===== src/rtl/psc_pkg.sv =====
package psc_pkg;
  typedef enum logic {
    LINE_BALANCED = 1'b0,
    LINE_PLAIN    = 1'b1
  } line_mode_e;
endpackage


===== src/rtl/psc_edge_det.sv =====
module psc_edge_det (
  input  logic clk,
  input  logic rst,
  input  logic sclk_i,
  input  logic sclk_inv_i,
  output logic step_o
);
  logic sclk_q;
  logic now_lvl, was_lvl;

  assign now_lvl = sclk_i ^ sclk_inv_i;
  assign was_lvl = sclk_q ^ sclk_inv_i;

  always_ff @(posedge clk) begin
    if (rst) begin
      sclk_q <= 1'b0;
      step_o <= 1'b0;
    end else begin
      sclk_q <= sclk_i;
      step_o <= now_lvl & ~was_lvl;
    end
  end

  // a step never follows two cycles of unchanged shift clock
  assert_step_on_edge_R6: assert property (@(posedge clk) disable iff (rst)
    step_o |-> ($past(sclk_i) != $past(sclk_i, 2)) || $past(rst, 2));
endmodule


===== src/rtl/psc_master.sv =====
module psc_master #(
  parameter int FRAME_W = 218
) (
  input  logic               clk,
  input  logic               rst,
  input  logic               load_i,
  input  logic [FRAME_W-1:0] frame_i,
  input  logic               active_i,
  output logic [FRAME_W-1:0] hold_o,
  output logic               start_o,
  output logic               overflow_o
);
  logic pend_q;
  logic busy;

  assign busy    = pend_q | active_i;
  assign start_o = pend_q & ~active_i;

  always_ff @(posedge clk) begin
    if (rst) begin
      pend_q     <= 1'b0;
      hold_o     <= '0;
      overflow_o <= 1'b0;
    end else begin
      overflow_o <= load_i & busy;
      if (load_i && !busy) begin
        hold_o <= frame_i;
        pend_q <= 1'b1;
      end else if (start_o) begin
        pend_q <= 1'b0;
      end
    end
  end

  // the held record is untouched while one is being sent
  assert_hold_frozen_R7: assert property (@(posedge clk) disable iff (rst)
    active_i |=> $stable(hold_o));
  // overflow only follows a load
  assert_ovf_from_load_R7: assert property (@(posedge clk) disable iff (rst)
    overflow_o |-> $past(load_i));
endmodule


===== src/rtl/psc_slave.sv =====
module psc_slave
  import psc_pkg::*;
#(
  parameter int FRAME_W = 218
) (
  input  logic               clk,
  input  logic               rst,
  input  logic               start_i,
  input  logic [FRAME_W-1:0] hold_i,
  input  logic               step_i,
  input  logic               line_plain_i,
  output logic               sdo_o,
  output logic               active_o
);
  localparam int CW = $clog2(FRAME_W);

  logic [FRAME_W-1:0] shreg_q;
  logic [CW-1:0]      idx_q;
  logic               half_q;
  line_mode_e         mode_q;

  always_ff @(posedge clk) begin
    if (rst) begin
      shreg_q  <= '0;
      idx_q    <= '0;
      half_q   <= 1'b0;
      mode_q   <= LINE_PLAIN;
      sdo_o    <= 1'b0;
      active_o <= 1'b0;
    end else if (start_i) begin
      shreg_q  <= hold_i;
      idx_q    <= '0;
      half_q   <= 1'b0;
      mode_q   <= line_mode_e'(line_plain_i);
      sdo_o    <= hold_i[FRAME_W-1];
      active_o <= 1'b1;
    end else if (active_o && step_i) begin
      if (mode_q == LINE_BALANCED && !half_q) begin
        sdo_o  <= ~sdo_o;
        half_q <= 1'b1;
      end else if (idx_q == CW'(FRAME_W-1)) begin
        sdo_o    <= 1'b0;
        active_o <= 1'b0;
        half_q   <= 1'b0;
      end else begin
        shreg_q <= shreg_q << 1;
        sdo_o   <= shreg_q[FRAME_W-2];
        idx_q   <= idx_q + 1'b1;
        half_q  <= 1'b0;
      end
    end
  end

  // the second symbol of a balanced pair is the inverse of the first
  assert_dc_pair_R4: assert property (@(posedge clk) disable iff (rst)
    $rose(half_q) |-> (sdo_o == !$past(sdo_o)));
  // a record starts only on a hand-over from the holding stage
  assert_start_handover_R2: assert property (@(posedge clk) disable iff (rst)
    $rose(active_o) |-> $past(start_i));
  // the line is quiet outside a record
  assert_idle_quiet_R5: assert property (@(posedge clk) disable iff (rst)
    !active_o |-> !sdo_o);
endmodule


===== src/rtl/psc_readout_top.sv =====
module psc_readout_top #(
  parameter int TAG_W = 2,
  parameter int BX_W  = 72
) (
  input  logic             clk,
  input  logic             rst,
  input  logic [TAG_W-1:0] tag_i,
  input  logic [BX_W-1:0]  bx_prev_i,
  input  logic [BX_W-1:0]  bx_cur_i,
  input  logic [BX_W-1:0]  bx_next_i,
  input  logic             load_i,
  input  logic             sclk_i,
  input  logic             sclk_inv_i,
  input  logic             line_plain_i,
  output logic             sdo_o,
  output logic             active_o,
  output logic             overflow_o
);
  localparam int FRAME_W = TAG_W + 3 * BX_W;

  logic [FRAME_W-1:0] frame;
  logic [FRAME_W-1:0] hold;
  logic               start;
  logic               step;

  assign frame = {tag_i, bx_prev_i, bx_cur_i, bx_next_i};

  psc_edge_det u_edge (
    .clk        (clk),
    .rst        (rst),
    .sclk_i     (sclk_i),
    .sclk_inv_i (sclk_inv_i),
    .step_o     (step)
  );

  psc_master #(.FRAME_W(FRAME_W)) u_master (
    .clk        (clk),
    .rst        (rst),
    .load_i     (load_i),
    .frame_i    (frame),
    .active_i   (active_o),
    .hold_o     (hold),
    .start_o    (start),
    .overflow_o (overflow_o)
  );

  psc_slave #(.FRAME_W(FRAME_W)) u_slave (
    .clk          (clk),
    .rst          (rst),
    .start_i      (start),
    .hold_i       (hold),
    .step_i       (step),
    .line_plain_i (line_plain_i),
    .sdo_o        (sdo_o),
    .active_o     (active_o)
  );

  // reset leaves every output low
  assert_reset_clear_R1: assert property (@(posedge clk)
    $past(rst) |-> !sdo_o && !active_o && !overflow_o);
endmodule


===== config.mk =====
export PLATFORM = sky130hd
export DESIGN_NAME = psc_readout_top
export DESIGN_NICKNAME = d
export VERILOG_FILES = /design/src/rtl/psc_pkg.sv /design/src/rtl/psc_edge_det.sv /design/src/rtl/psc_master.sv /design/src/rtl/psc_slave.sv /design/src/rtl/psc_readout_top.sv
export SDC_FILE = /design/constraint.sdc
export NUM_CORES = 1
export LEC_CHECK = 0
export BUFFER_PORTS_ARGS = -buffer_cell sky130_fd_sc_hd__buf_2
export CORE_MARGIN = 2
export CORE_UTILIZATION = 40
export DETAILED_ROUTE_END_ITERATION = 8
export GPL_TIMING_DRIVEN = 0
export SLEW_MARGIN = 20
export SYNTH_ARGS = -nofsm -noshare
export SYNTH_HDL_FRONTEND = slang
export SYNTH_HIERARCHICAL = 1
export SYNTH_SLANG_ARGS = --single-unit

===== constraint.sdc =====
create_clock -name clk -period 3.1 [get_ports clk]
set_input_delay 0.775 -clock clk [delete_from_list [all_inputs] [get_ports clk]]
set_output_delay 0.775 -clock clk [all_outputs]
set_load 0.05 [all_outputs]

* Word level (Yosys, flattened, before mapping) *
Cells that the tools add are included.

storage, ports and cells
  flip-flop bits (word level) = 451
  input port bits = 224
  logic and storage cells = 54

operators by class
  $add $sub $neg = 1
  eq/ne operators = 3
  multiplexer cells = 15
  bitwise gates (word level) = 12
  reduce and logical (&&, ||, !) cells = 12

operators with widths
  cell                 number
  $mux 217             4
  $mux 1               11
  $reduce_and 3->1     3
  $add 8x1->8 const B  1
  $eq 8x8->1 const B   1
  $not 1->1            6
  $reduce_bool 2->1    3
  $ne 2x2->1 const B   2
  $and 1x1->1          3
  $logic_and 1x1->1    3
  $logic_not 1->1      2
  $reduce_or 2->1      1
  $xor 1x1->1          2
  $or 1x1->1           1

* Longest topological paths before layout *
  word-level depth = 5
  depth in mapped cells = 8
  gate-level depth less buffers = 5

* Cells and area by module *
Netlist, hierarchy kept.

modules (own cells, without submodules)
  module        times used  cells each  area an instance (µm²)
  psc_slave     1           1,559       12,329.3
  psc_master    1           953         10,027.1
  psc_edge_det  1           6           67.6

* Worst setup path after synthesis *
OpenSTA, ideal clock, no wires.

  kind = reg2reg
  start = register u_slave.active_o
  end = register u_slave.shreg_q[147]
  setup time = 122 ps
  arrival = 1,918 ps
  data required time = 2,978 ps
  path slack = 1,060 ps
  stages on the path, launching flop included = 7
  buffers on the path = 3
  path through = dfxtp_1 o211a_1 buf_2 buf_2 clkbuf_1 o211ai_1 o311a_1

on the way
  cells in the longest elaborated chain, start to end = 4
  elaborated cells on any way between the ends = 8
  classes of those cells = eq/ne (2); mux (1); bitwise (2); reduce/logical (3)

RTL lines
  what                                                              RTL line          source
  from (decl)                                                       psc_slave.sv:13   output logic active_o
  from (signal assigned)                                            psc_slave.sv:29   active_o <= 1'b0;
  from (signal assigned)                                            psc_slave.sv:36   active_o <= 1'b1;
  from (signal assigned)                                            psc_slave.sv:43   active_o <= 1'b0;
  $not 1->1                                                         psc_master.sv:17  assign start_o = pend_q & ~active_i;
  $and 1x1->1                                                       psc_master.sv:17
  $ne 2x2->1 (no source line) or $reduce_bool 2->1 (tied branches)  --
  $reduce_and 3->1 (no source line)                                 --
  to (signal assigned)                                              psc_slave.sv:31   shreg_q <= hold_i;
  to (signal assigned)                                              psc_slave.sv:46   shreg_q <= shreg_q << 1;
  to (decl)                                                         psc_slave.sv:17   logic [FRAME_W-1:0] shreg_q;

Parallel ways exist; a longest one is shown, timed or not.
A chain may end at the register's enable or synchronous reset.

* Worst setup path after layout *
  start = register u_slave.active_o
  end = register u_slave.shreg_q[114]

on the way
  cells in the longest elaborated chain, start to end = 4
  elaborated cells on any way between the ends = 8
  classes of those cells = eq/ne (2); mux (1); bitwise (2); reduce/logical (3)

RTL lines
  what                                                              RTL line               source
  $not 1->1 (*)                                                     psc_master.sv:17
  $and 1x1->1 (*)                                                   psc_master.sv:17
  via start                                                         psc_readout_top.sv:23  logic start;
  $ne 2x2->1 (no source line) or $reduce_bool 2->1 (tied branches)  --
  $reduce_and 3->1 (no source line)                                 --

The timed path passes the listed nets; every way through them passes the cells marked *.

==> metrics.txt <==
DR iter-0 viols 1,025; Worst-Margin Slew 0.911 ns; VDD IR max 411 uV; worst setup path class flip-flop to flip-flop; fin crit share 82.7%; initial antenna violation count 2; number of synthesized flops with an enable pin 0; post-synth top area cell dfxtp_1; biggest cell delay along the critical path 0.72 ns; GRT Total Usage 19.8%; Routed Wire Length 58,400 um; Final min period 2.56 ns; core area 55,300 um^2; pwr dens 580 nW/um^2; crit-path leading delay family buffers and inverters; sequential area share after synthesis 40.3%; initial core utilization 40.5%; Sink Count 451; ys flop type dfxtp_1; synthesized instance count 2,518; Clock Latency Late Sink 0.58 ns; IO buf count 226; drt first pass iters 5; crit path max fanout 12; Setup Fix Bufs, Post-CTS 0; full die area 58,000 um^2; clk buf depth 3; Pins Over Slew Limit 0; Post-Syn Area 22,400 um^2; Hold WC Path Type input pin to flip-flop; Yosys reg bits 451; residual DRC count 0; cts repair resizes 0; layout net count 3,023; clk root buf clkbuf_16; maxcap violations 0; routability cong. 0.792; die span in y 241 um; top post-synthesis cells by area dfxtp_1, nand2b_1, mux2i_1, o311a_1, o211ai_1; Required @ worst endpoint 3.57 ns; CTS tree done; global-route wire length before repair 93,400 um; Vias 18,500; Arrival @ worst endpoint 3.04 ns; # fillers 5,376; Wirelength per Cell 16.3 um; Setup TNS 0 ns; clk_skew 0.0175 ns; Ant. Diodes 0; most numerous cell in the Yosys netlist dfxtp_1; Max transition margin 39.3%; Total Power 15.3 mW; type of origin of the critical path flip-flop; commonest cells in the netlist dfxtp_1, nand2b_1, mux2i_1; pre-CTS worst setup slack 0.212 ns; Yosys Warn Count 6; # hold bufs at CTS 0; DP HPWL 41,500 um; Area Overhead vs Synth 17.5%; final antenna-violating net count 0; top cell type's share of synthesized area 40.3%; clock-pin slew on the worst setup and hold paths 0.06 ns; pin count of the biggest net entering global routing 14; Final setup viols 0; post-route setup slack 0.536 ns; RSZ-0062 raised after global routing false; syn_area_per_cell 8.91 um^2; async set or reset register ratio after synthesis 0%; status completed; CTS Buf Count 51; fmax 390 MHz; vias per cell 5.15; row cnt 86; CP cell instances nor2b_1 > buf_2 > clkbuf_1 > clkbuf_1 > a21oi_1 > o311a_1; H-tree levels 2; vias in the first global route 18,400; Hold Violations, Final 0; share of layout cells above drive strength 1 13.2%; Worst path slowest cell clkbuf_1; leakage 11.1 nW; most frequent CP cell clkbuf_1; CP bufs+invs 3; Net Count, Synth 2,744; Die W 241 um; critical path capture point type flip-flop; Synth cell types 41; total gr overflow 0; Ports 227
metrics by stage:
step	cells	cell area (um^2)	util [%]	hold WS [ns]
after floorplan	2518	22400	-	0.437
after global placement	3492	24500	44.3	0.462
after detailed placement	3492	24500	44.3	0.462
after CTS	3584	26300	47.6	0.405
after global routing	3584	26300	47.6	0.427
final	3584	26300	47.6	0.447
placed cells by master, fill, tap and decap left out, drive strengths merged, types with 2 or more instances in the layout:
cell / synthesis / final
dfxtp: 451 / 451
nand2b: 436 / 436
buf: 61 / 287
clkbuf: 206 / 272
mux2i: 226 / 226
nor2: 221 / 221
a21oi: 218 / 218
inv: 216 / 216
o211ai: 214 / 214
o311a: 212 / 212
clkinv: 0 / 15
bufinv: 0 / 10
o31ai: 7 / 7
nand2: 6 / 6
mux2: 4 / 4
nand3: 4 / 4
or4: 4 / 4
nor2b: 3 / 3
o21a: 3 / 3
o21ai: 2 / 2
o2111ai: 2 / 2
nor3: 2 / 2
or3: 2 / 2
o211a: 2 / 2
ha: 2 / 2
nor3b: 2 / 2
flip-flops by register name, summed over array words and instances (netlist names):
| name | cells |
|---|---|
| u_master/hold_o | 218 |
| u_slave/shreg_q | 217 |
| u_slave/idx_q | 8 |
| u_edge/sclk_q | 1 |
| u_edge/step_o | 1 |
| u_master/overflow_o | 1 |
| u_master/pend_q | 1 |
| u_slave/active_o | 1 |
| u_slave/half_q | 1 |
| u_slave/mode_q | 1 |
| u_slave/sdo_o | 1 |
path summary, 6_finish.rpt:
| kind | start | end | slack, ns | cells past startpoint |
|---|---|---|---|---|
| min reg2reg | u_master/hold_o[52]$_SDFFE_PP0P_ | u_master/hold_o[52]$_SDFFE_PP0P_ | 0.47 | 2 |
| max reg2reg | u_slave/active_o$_SDFFE_PP0P_ | u_slave/shreg_q[114]$_SDFFE_PP0P_ | 0.54 | 6 |
| max | u_slave/active_o$_SDFFE_PP0P_ | u_slave/shreg_q[114]$_SDFFE_PP0P_ | 0.54 | 6 |
| min | sclk_i | u_edge/sclk_q$_SDFF_PP0_ | 0.45 | 2 |
per-layer routing:
| metal | GRT usage (%) | vias up | part of all wire [%] |
|---|---|---|---|
| met5 | 0 | - | 0.041 |
| met4 | 6.23 | 4 | 2.2 |
| met3 | 2.91 | 80 | 4.5 |
| met2 | 33.4 | 386 | 47 |
| met1 | 26.1 | 8655 | 46 |
| li1 | - | 9350 | - |
worst reg2reg max path, delay by kind of cell, from the launching register on:
kind,cells,cell delay [ns]
DFF,1,0.43
and+or+nand+nor,1,0.22
AOI/OAI and AO/OA,2,0.32
buffers and inverters,3,1.49
power breakdown:
group | internal (mW) | switching [mW]
Combinational | 0.999 | 1.11
Sequential | 6.30 | 0.271
Clock | 4.16 | 2.43
Total | 11.5 | 3.81
cells by family (layout without fill, tap and decap cells):
logic type	Yosys count	count (layout)	share of synthesized area, %
mux	230	230	10.3
flops	451	451	40.3
simple gates	685	685	16.7
fa+ha+maj	2	2	0.112
buf+inv	483	801	10.3
compound gates	667	667	22.3
final cells by class:
| type | instances | area (um^2) | share of cell area, % |
|---|---|---|---|
| tap | 748 | 936 | 3.55 |
| clock buffer | 66 | 1480 | 5.60 |
| timing repair buffer | 226 | 1130 | 4.29 |
| clock inverter | 26 | 383 | 1.45 |
| sequential | 451 | 9030 | 34.3 |
| inverter | 216 | 811 | 3.08 |
| multi-input combinational | 1584 | 11100 | 42.0 |
| buffer | 267 | 1510 | 5.73 |
Note: power is estimated with default switching activity, not from simulation.
